File: src/rtl/mcd_pkg.sv
// Shared constants and types for the dual-mode 3x3 datapath.
// Assumes a fixed 3x3 geometry; widths stay parameters of the modules.
package mcd_pkg;
    localparam int NUM_LANE = 3;
    localparam int NUM_TAP  = 3;
    localparam int PIPE_LAT = 6;

    typedef enum logic {
        MODE_MATRIX = 1'b0,
        MODE_CONV   = 1'b1
    } mode_e;
endpackage

File: src/rtl/mcd_coef_bank.sv
// Static coefficient register bank with two load styles.
// Whole-bank load takes every entry from a flat bus in one cycle.
// Byte load writes one entry per strobe at an index that counts down
// from the last entry to entry 0 and then wraps.
// Assumes the consumer reads coef_flat only while no samples are in flight.
module mcd_coef_bank #(
    parameter int COEF_W = 8,
    parameter int N_COEF = 9
) (
    input  logic                     clk,
    input  logic                     rst_n,
    input  logic                     wr_en,
    input  logic                     par_sel,
    input  logic                     idx_restart,
    input  logic [COEF_W-1:0]        byte_in,
    input  logic [N_COEF*COEF_W-1:0] all_in,
    output logic [N_COEF*COEF_W-1:0] coef_flat
);
    localparam int              IDX_W   = $clog2(N_COEF);
    localparam logic [IDX_W-1:0] IDX_TOP = IDX_W'(N_COEF - 1);

    logic [IDX_W-1:0]  idx_q;
    logic [IDX_W-1:0]  idx_eff;
    logic [COEF_W-1:0] bank_q [N_COEF];
    logic              byte_wr;

    // Index used by this cycle's byte write; a restart overrides it.
    assign idx_eff = idx_restart ? IDX_TOP : idx_q;
    assign byte_wr = wr_en && !par_sel;

    // Load index: step down after each byte write, wrap after entry 0.
    always_ff @(posedge clk) begin
        if (!rst_n) begin
            idx_q <= IDX_TOP;
        end else if (byte_wr) begin
            idx_q <= (idx_eff == '0) ? IDX_TOP : idx_eff - 1'b1;
        end else if (idx_restart) begin
            idx_q <= IDX_TOP;
        end
    end

    for (genvar k = 0; k < N_COEF; k++) begin : g_entry
        // One coefficient entry: whole-bank load or byte load when addressed.
        always_ff @(posedge clk) begin
            if (!rst_n) begin
                bank_q[k] <= '0;
            end else if (wr_en && par_sel) begin
                bank_q[k] <= all_in[k*COEF_W +: COEF_W];
            end else if (byte_wr && (idx_eff == IDX_W'(k))) begin
                bank_q[k] <= byte_in;
            end
        end
        assign coef_flat[k*COEF_W +: COEF_W] = bank_q[k];
    end

    // a whole-bank write shows up in the bank one edge later.
    a_r7_par_load: assert property (@(posedge clk) disable iff (!rst_n)
        $past(rst_n && wr_en && par_sel) |-> coef_flat == $past(all_in));

    // a byte write away from entry 0 moves the index down by one.
    a_r8_idx_step: assert property (@(posedge clk) disable iff (!rst_n)
        $past(rst_n && byte_wr && !idx_restart && idx_q != '0)
        |-> idx_q == $past(idx_q) - 1'b1);

    // a restart without a write parks the index on the top entry.
    a_r9_restart: assert property (@(posedge clk) disable iff (!rst_n)
        $past(rst_n && idx_restart && !wr_en) |-> idx_q == IDX_TOP);

    // a byte write at entry 0 wraps the index to the top.
    a_r10_wrap: assert property (@(posedge clk) disable iff (!rst_n)
        $past(rst_n && byte_wr && !idx_restart && idx_q == '0) |-> idx_q == IDX_TOP);

    // with no write strobe the bank keeps its contents.
    a_r11_hold: assert property (@(posedge clk) disable iff (!rst_n)
        $past(rst_n && !wr_en) |-> $stable(coef_flat));
endmodule

File: src/rtl/mcd_tap_line.sv
// Horizontal tap history for one pixel input.
// Tap 0 is the newest accepted pixel and tap N_TAP-1 the oldest.
// The history shifts only on accepted samples, so gaps in the valid
// stream do not open holes in the window.
module mcd_tap_line #(
    parameter int PIX_W = 8,
    parameter int N_TAP = 3
) (
    input  logic                   clk,
    input  logic                   rst_n,
    input  logic                   shift_en,
    input  logic [PIX_W-1:0]       pix_in,
    output logic [N_TAP*PIX_W-1:0] taps_flat
);
    logic [PIX_W-1:0] tap_q [N_TAP];

    for (genvar k = 0; k < N_TAP; k++) begin : g_tap
        if (k == 0) begin : g_head
            // Newest tap captures the incoming pixel.
            always_ff @(posedge clk) begin
                if (!rst_n)        tap_q[k] <= '0;
                else if (shift_en) tap_q[k] <= pix_in;
            end
        end else begin : g_body
            // Older taps take the value of their younger neighbour.
            always_ff @(posedge clk) begin
                if (!rst_n)        tap_q[k] <= '0;
                else if (shift_en) tap_q[k] <= tap_q[k-1];
            end
        end
        assign taps_flat[k*PIX_W +: PIX_W] = tap_q[k];
    end

    // a cycle with no accepted sample leaves the window unchanged.
    a_r3_hold_on_gap: assert property (@(posedge clk) disable iff (!rst_n)
        $past(rst_n && !shift_en) |-> $stable(taps_flat));
endmodule

File: src/rtl/mcd_lane.sv
// One multiply-add lane: registered operands, signed products, and a
// two-step adder tree. Four register stages from op_in to lane_sum.
// Pixels are unsigned and coefficients two's complement. coef_in is
// assumed static while samples are in flight.
module mcd_lane #(
    parameter int PIX_W  = 8,
    parameter int COEF_W = 8,
    parameter int N_TAP  = 3,
    parameter int LANE_W = PIX_W + COEF_W + 2
) (
    input  logic                      clk,
    input  logic                      rst_n,
    input  logic [N_TAP*PIX_W-1:0]    op_in,
    input  logic [N_TAP*COEF_W-1:0]   coef_in,
    output logic signed [LANE_W-1:0]  lane_sum
);
    localparam int PROD_W = PIX_W + COEF_W;

    logic [PIX_W-1:0]         op_q   [N_TAP];
    logic signed [PROD_W-1:0] prod_q [N_TAP];
    logic signed [LANE_W-1:0] pair_q;
    logic signed [LANE_W-1:0] rest_q;
    logic signed [LANE_W-1:0] rest_c;
    logic signed [LANE_W-1:0] sum_q;

    // Operand stage: hold the selected pixels.
    always_ff @(posedge clk) begin
        for (int k = 0; k < N_TAP; k++) begin
            if (!rst_n) op_q[k] <= '0;
            else        op_q[k] <= op_in[k*PIX_W +: PIX_W];
        end
    end

    // Product stage: unsigned pixel times signed coefficient.
    always_ff @(posedge clk) begin
        for (int k = 0; k < N_TAP; k++) begin
            if (!rst_n) prod_q[k] <= '0;
            else        prod_q[k] <= PROD_W'($signed({1'b0, op_q[k]}))
                                   * PROD_W'($signed(coef_in[k*COEF_W +: COEF_W]));
        end
    end

    // Sum of the products beyond the first pair.
    always_comb begin
        rest_c = '0;
        for (int k = 2; k < N_TAP; k++) begin
            rest_c = rest_c + LANE_W'(prod_q[k]);
        end
    end

    // First adder stage: one pair plus the remainder.
    always_ff @(posedge clk) begin
        if (!rst_n) begin
            pair_q <= '0;
            rest_q <= '0;
        end else begin
            pair_q <= LANE_W'(prod_q[0]) + LANE_W'(prod_q[1]);
            rest_q <= rest_c;
        end
    end

    // Second adder stage: the lane dot product.
    always_ff @(posedge clk) begin
        if (!rst_n) sum_q <= '0;
        else        sum_q <= pair_q + rest_q;
    end

    assign lane_sum = sum_q;
endmodule

File: src/rtl/mat3_conv_dp.sv
// Dual-mode 3x3 datapath top.
// Stage 1 is the tap history per line. The mode multiplexer then feeds
// three lanes (stages 2-5). Stage 6 registers the lane results and their
// sum. Matrix mode uses the newest tap of every line as the pixel vector;
// convolution mode gives each lane the taps of its own line.
// Assumes mode and coefficients are changed only when the pipe is empty.
module mat3_conv_dp #(
    parameter int PIX_W  = 8,
    parameter int COEF_W = 8
) (
    input  logic                              clk,
    input  logic                              rst_n,
    input  logic                              mode_conv,
    input  logic                              in_vld,
    input  logic [PIX_W-1:0]                  in2,
    input  logic [PIX_W-1:0]                  in1,
    input  logic [PIX_W-1:0]                  in0,
    input  logic                              cfg_wr,
    input  logic                              cfg_par,
    input  logic                              cfg_start,
    input  logic [COEF_W-1:0]                 cfg_byte,
    input  logic [9*COEF_W-1:0]               cfg_all,
    output logic                              out_vld,
    output logic signed [PIX_W+COEF_W+1:0]    mat_out2,
    output logic signed [PIX_W+COEF_W+1:0]    mat_out1,
    output logic signed [PIX_W+COEF_W+1:0]    mat_out0,
    output logic signed [PIX_W+COEF_W+3:0]    conv_out
);
    import mcd_pkg::*;

    localparam int LANE_W = PIX_W + COEF_W + 2;
    localparam int CONV_W = PIX_W + COEF_W + 4;
    localparam int N_COEF = NUM_LANE * NUM_TAP;
    localparam int CNT_W  = $clog2(PIPE_LAT + 1);

    mode_e                        mode_s;
    logic [PIX_W-1:0]             pix_in   [NUM_LANE];
    logic [NUM_TAP*PIX_W-1:0]     taps     [NUM_LANE];
    logic [NUM_TAP*PIX_W-1:0]     ops      [NUM_LANE];
    logic signed [LANE_W-1:0]     lane_sum [NUM_LANE];
    logic signed [LANE_W-1:0]     mat_q    [NUM_LANE];
    logic signed [CONV_W-1:0]     conv_c;
    logic signed [CONV_W-1:0]     conv_q;
    logic [N_COEF*COEF_W-1:0]     coef_flat;
    logic [PIPE_LAT-1:0]          vld_sr;
    logic [CNT_W-1:0]             since_rst;

    assign mode_s    = mode_e'(mode_conv);
    assign pix_in[0] = in0;
    assign pix_in[1] = in1;
    assign pix_in[2] = in2;

    mcd_coef_bank #(
        .COEF_W (COEF_W),
        .N_COEF (N_COEF)
    ) u_bank (
        .clk         (clk),
        .rst_n       (rst_n),
        .wr_en       (cfg_wr),
        .par_sel     (cfg_par),
        .idx_restart (cfg_start),
        .byte_in     (cfg_byte),
        .all_in      (cfg_all),
        .coef_flat   (coef_flat)
    );

    for (genvar r = 0; r < NUM_LANE; r++) begin : g_lane
        mcd_tap_line #(
            .PIX_W (PIX_W),
            .N_TAP (NUM_TAP)
        ) u_taps (
            .clk       (clk),
            .rst_n     (rst_n),
            .shift_en  (in_vld),
            .pix_in    (pix_in[r]),
            .taps_flat (taps[r])
        );

        // Mode multiplexer: own-line taps or the newest tap of each line.
        always_comb begin
            for (int t = 0; t < NUM_TAP; t++) begin
                if (mode_s == MODE_CONV) ops[r][t*PIX_W +: PIX_W] = taps[r][t*PIX_W +: PIX_W];
                else                     ops[r][t*PIX_W +: PIX_W] = taps[t][0 +: PIX_W];
            end
        end

        mcd_lane #(
            .PIX_W  (PIX_W),
            .COEF_W (COEF_W),
            .N_TAP  (NUM_TAP),
            .LANE_W (LANE_W)
        ) u_lane (
            .clk      (clk),
            .rst_n    (rst_n),
            .op_in    (ops[r]),
            .coef_in  (coef_flat[r*NUM_TAP*COEF_W +: NUM_TAP*COEF_W]),
            .lane_sum (lane_sum[r])
        );
    end

    // Cross-lane adder for the convolution result.
    always_comb begin
        conv_c = '0;
        for (int r = 0; r < NUM_LANE; r++) begin
            conv_c = conv_c + CONV_W'(lane_sum[r]);
        end
    end

    // Output stage: register lane results and their sum.
    always_ff @(posedge clk) begin
        for (int r = 0; r < NUM_LANE; r++) begin
            if (!rst_n) mat_q[r] <= '0;
            else        mat_q[r] <= lane_sum[r];
        end
        if (!rst_n) conv_q <= '0;
        else        conv_q <= conv_c;
    end

    // Valid pipe aligned with the six data stages.
    always_ff @(posedge clk) begin
        if (!rst_n) vld_sr <= '0;
        else        vld_sr <= {vld_sr[PIPE_LAT-2:0], in_vld};
    end

    // Cycles since reset, saturating; used only to qualify the latency check.
    always_ff @(posedge clk) begin
        if (!rst_n)                          since_rst <= '0;
        else if (since_rst != CNT_W'(PIPE_LAT)) since_rst <= since_rst + 1'b1;
    end

    assign out_vld  = vld_sr[PIPE_LAT-1];
    assign mat_out0 = mat_q[0];
    assign mat_out1 = mat_q[1];
    assign mat_out2 = mat_q[2];
    assign conv_out = conv_q;

    // out_vld is in_vld six edges later once the pipe has filled.
    a_r5_valid_latency: assert property (@(posedge clk) disable iff (!rst_n)
        (since_rst == CNT_W'(PIPE_LAT)) |-> out_vld == $past(in_vld, 6));

    // the combined result equals the sum of the three lane outputs.
    a_r4_conv_is_lane_sum: assert property (@(posedge clk) disable iff (!rst_n)
        out_vld |-> conv_out == CONV_W'(mat_out2) + CONV_W'(mat_out1) + CONV_W'(mat_out0));

    // right after a reset edge the outputs are cleared.
    a_r1_reset_clear: assert property (@(posedge clk)
        $past(!rst_n) |-> (!out_vld && conv_out == '0 && mat_out0 == '0));
endmodule

File: config.mk
export PLATFORM = sky130hd
export DESIGN_NAME = mat3_conv_dp
export DESIGN_NICKNAME = d
export VERILOG_FILES = /design/src/rtl/mcd_pkg.sv /design/src/rtl/mcd_coef_bank.sv /design/src/rtl/mcd_tap_line.sv /design/src/rtl/mcd_lane.sv /design/src/rtl/mat3_conv_dp.sv
export SDC_FILE = /design/constraint.sdc
export NUM_CORES = 2
export LEC_CHECK = 0
export CAP_MARGIN = 15
export CORE_UTILIZATION = 50
export CTS_BUF_LIST = sky130_fd_sc_hd__clkbuf_4
export DETAILED_ROUTE_END_ITERATION = 10
export PLACE_DENSITY = 0.77
export SLEW_MARGIN = 20
export SYNTH_ARGS = -nofsm -noshare
export SYNTH_HDL_FRONTEND = slang
export SYNTH_HIERARCHICAL = 1
export SYNTH_SLANG_ARGS = --single-unit
File: constraint.sdc
create_clock -name clk -period 12.95 [get_ports clk]
set_input_delay 1.9425 -clock clk [delete_from_list [all_inputs] [get_ports clk]]
set_output_delay 1.9425 -clock clk [all_outputs]
set_load 0.02 [all_outputs]
==> run metrics <==
outcome=finished, final reports clean; drt total wl=107,000 um; clock skew=82.1 ps; Place WS=7980 ps; Ports=186; Worst setup SP type=flop; Max Slew Vio Count=0; Filler cells=about 7,500; vias in the first global route=roughly 32,000; fmax=217 MHz; register area=13,400 sq um; Die ar.=88,700 sq um; Yosys warning count=6; Die W=298 um; fin crit share=35.7%; placed insts=5,742; Seq cells post-synth=597; first-pass GRT wire length=around 170,000 um; Crit-path slowest cell=fa_1; Longest Clk Path Bufs=3; final setup vio count=0; DR pass1 iterations=5; htree depth=4; DRT iter0 DRCs=between 2,000 and 2,500; crit-path leading delay family=adder cells; crit-path max FO=7; Multi-input gate area=27,900 sq um; Worst Path Arrival=5500 ps; hold violation count in the final report=0; synthesized area per cell=9.72 sq um; largest net degree at the start of global routing=160; Hold-fix buffers, CTS=0; chip height=298 um; Reg clk slew, reported paths=roughly 60 ps; Vias=32,222; WL met1=slightly below 50,000 um; Yosys cell types=93; number of CTS-inserted buffers=between 150 and 200; RSZ-0062 raised after global routing=false; Crit Path Class=reg2reg; Initial Util=50.4%; final non-filler cell total=6,026; CP Buf/Inv Count=3; Setup crit end kind=flop; pwr/cell area=115 nW/um^2; synthesized area=43,700 sq um; cells along the critical path=inv_1, nor2_1, fa_1, fa_1, fa_1, inv_1, fa_1, inv_1, ha_1, o21ai_0, a221oi_1, a211oi_1, o21bai_1, mux2_2; Final ANT Viol Nets=0; final worst slack=around 8300 ps; # Post-CTS Setup Buffers=0; Post-Syn Nets=~5,400; Worst Path Required=roughly 14,000 ps; largest stage delay on the critical path=560 ps; top sig layer=met5; Peak VDD IR=87.4 uV; core area=86,800 sq um; Cells after Synth=4,502; setup TNS=0 ps; clock latency on the worst-skew pair=1000 ps; initial antenna violation count=6; max_cap viols=0; top_reg_cell synth=dfxtp_1; CTS tree=built; Worst path most repeated cell=fa_1; vias per std cell=5.35; met3 WL=roughly 7400 um; placed wire-length estimate=83,700 um; Met2 Wirelength=47,600 um; routability-driven placement congestion ratio=0.921; post-route cell area=48,700 sq um; Hold WC Path Type=reg2reg; share of cells above drive strength 1=a little under 7%; static leakage=23.0 nW; CTS root buffer=clkbuf_4; global-route usage over all layers=24.4%; clock sinks=597; FFs w/ async S/R, synth=0%; post-CTS sizing=0; DRC violations left=0; Slew @ Worst Pin=around 1200 ps; Slew HR=18.2%; DR WL/cell=approximately 18 um; EDFF count, synth=144; dpl cell area=46,600 sq um; Final #Nets=5,692; total grt overflow=0; layout overhead on the synthesized area=11.3%; register area share after synthesis=30.6%; crit path time final=~4600 ps; Rows=between 100 and 150; IO Port Bufs=185
-- cells by family after synthesis --
group	Yosys count	share of synthesized area [%]
AO/OA/AOI/OAI	651	10.8
flip-flops	597	30.6
adder cells (fa/ha/maj)	835	30.0
multiplexers	28	0.649
AND/OR/NAND/NOR	1636	19.8
XOR/XNOR	122	2.44
buffers and inverters	633	5.71
-- final timing paths --
| path | cells past startpoint | start | to | slack (ps) |
|---|---|---|---|---|
| max | 14 | u_bank/bank_q[2][7]$_DFFE_PP_ | g_lane[0].u_lane/prod_q[2][15]$_SDFF_PN0_ | 8330 |
| min | 1 | g_lane[2].u_lane/prod_q[2][14]$_SDFF_PN0_ | g_lane[2].u_lane/rest_q[14]$_SDFF_PN0_ | 380 |
| max reg2reg | 14 | u_bank/bank_q[2][7]$_DFFE_PP_ | g_lane[0].u_lane/prod_q[2][15]$_SDFF_PN0_ | 8330 |
| min reg2reg | 1 | g_lane[2].u_lane/prod_q[2][14]$_SDFF_PN0_ | g_lane[2].u_lane/rest_q[14]$_SDFF_PN0_ | 380 |
-- cell usage in the layout, fill, tap and decap left out, types with 40 or more instances in the layout --
cell type          n
nor2b_1           40
xor2_1            58
a32o_1            73
xnor2_1           64
dfxtp_1          453
a211oi_1          53
and3_1            84
clkbuf_4         221
a21o_1            49
ha_1             477
nand3_1           43
inv_1            519
nor3_1            46
nand2b_1         100
and2_1           595
a21oi_1          132
nand2_1          399
clkdlybuf4s50_1  182
nor2_1           238
edfxtp_1         144
fa_1             358
o21ai_0          116
-- metrics by stage --
| stage | hold WS, ps | power [mW] | utilization (%) |
|---|---|---|---|
| 2_1_floorplan | 412 | 3.40 | - |
| 3_3_place_gp | 415 | 3.88 | 53.7 |
| 3_5_place_dp | 417 | 3.91 | 53.7 |
| 4_1_cts | 361 | 5.64 | 56.1 |
| 5_1_grt | 386 | 5.96 | 56.1 |
| 6_report | 382 | 5.59 | 56.1 |
-- registers in the layout, indices dropped and copies added, names as in the netlist, 48 cells and up --
signal and cells:
g_lane.u_lane/op_q 72, g_lane.u_lane/rest_q 48, u_bank/bank_q 72, g_lane.u_taps/tap_q 72, g_lane.u_lane/lane_sum 54, g_lane.u_lane/pair_q 51
g_lane.u_lane/prod_q 144, mat_q 54
-- metal layers --
| metal | track usage [%] | vias to the layer above |
|---|---|---|
| met1 | 33.4 | 15340 |
| li1 | - | 15616 |
| met3 | 4.61 | 196 |
| met2 | 38.2 | 1066 |
| met4 | 9.63 | 4 |
| met5 | 0 | - |
-- cells in the mapped netlist, drive strengths merged, types with 64 or more instances --
cell | n | area [sq um]
and2 | 595 | 3720
inv | 523 | 1960
ha | 477 | 5970
dfxtp | 453 | 9070
nand2 | 400 | 1500
fa | 358 | 7170
nor2 | 239 | 900
edfxtp | 144 | 4320
a21oi | 140 | 738
o21ai | 134 | 689
nand2b | 104 | 653
and3 | 97 | 622
a32o | 73 | 731
xnor2 | 64 | 561
-- final cells by class --
type / instances / share of cell area [%]
Multi-Input combinational cell: 3272 / 57.2
Sequential cell: 597 / 27.5
Inverter: 523 / 4.03
Timing Repair Buffer: 195 / 3.97
Clock buffer: 221 / 3.41
Tap cell: 1155 / 2.97
Clock inverter: 58 / 0.886
Antenna cell: 5 / 0.0257
-- power breakdown --
group	switching, mW	internal (mW)	total, mW
Combinational	0.926	0.671	1.60
Clock	0.769	0.930	1.70
Sequential	0.171	2.12	2.29
Note: power is estimated with default switching activity, not from simulation.
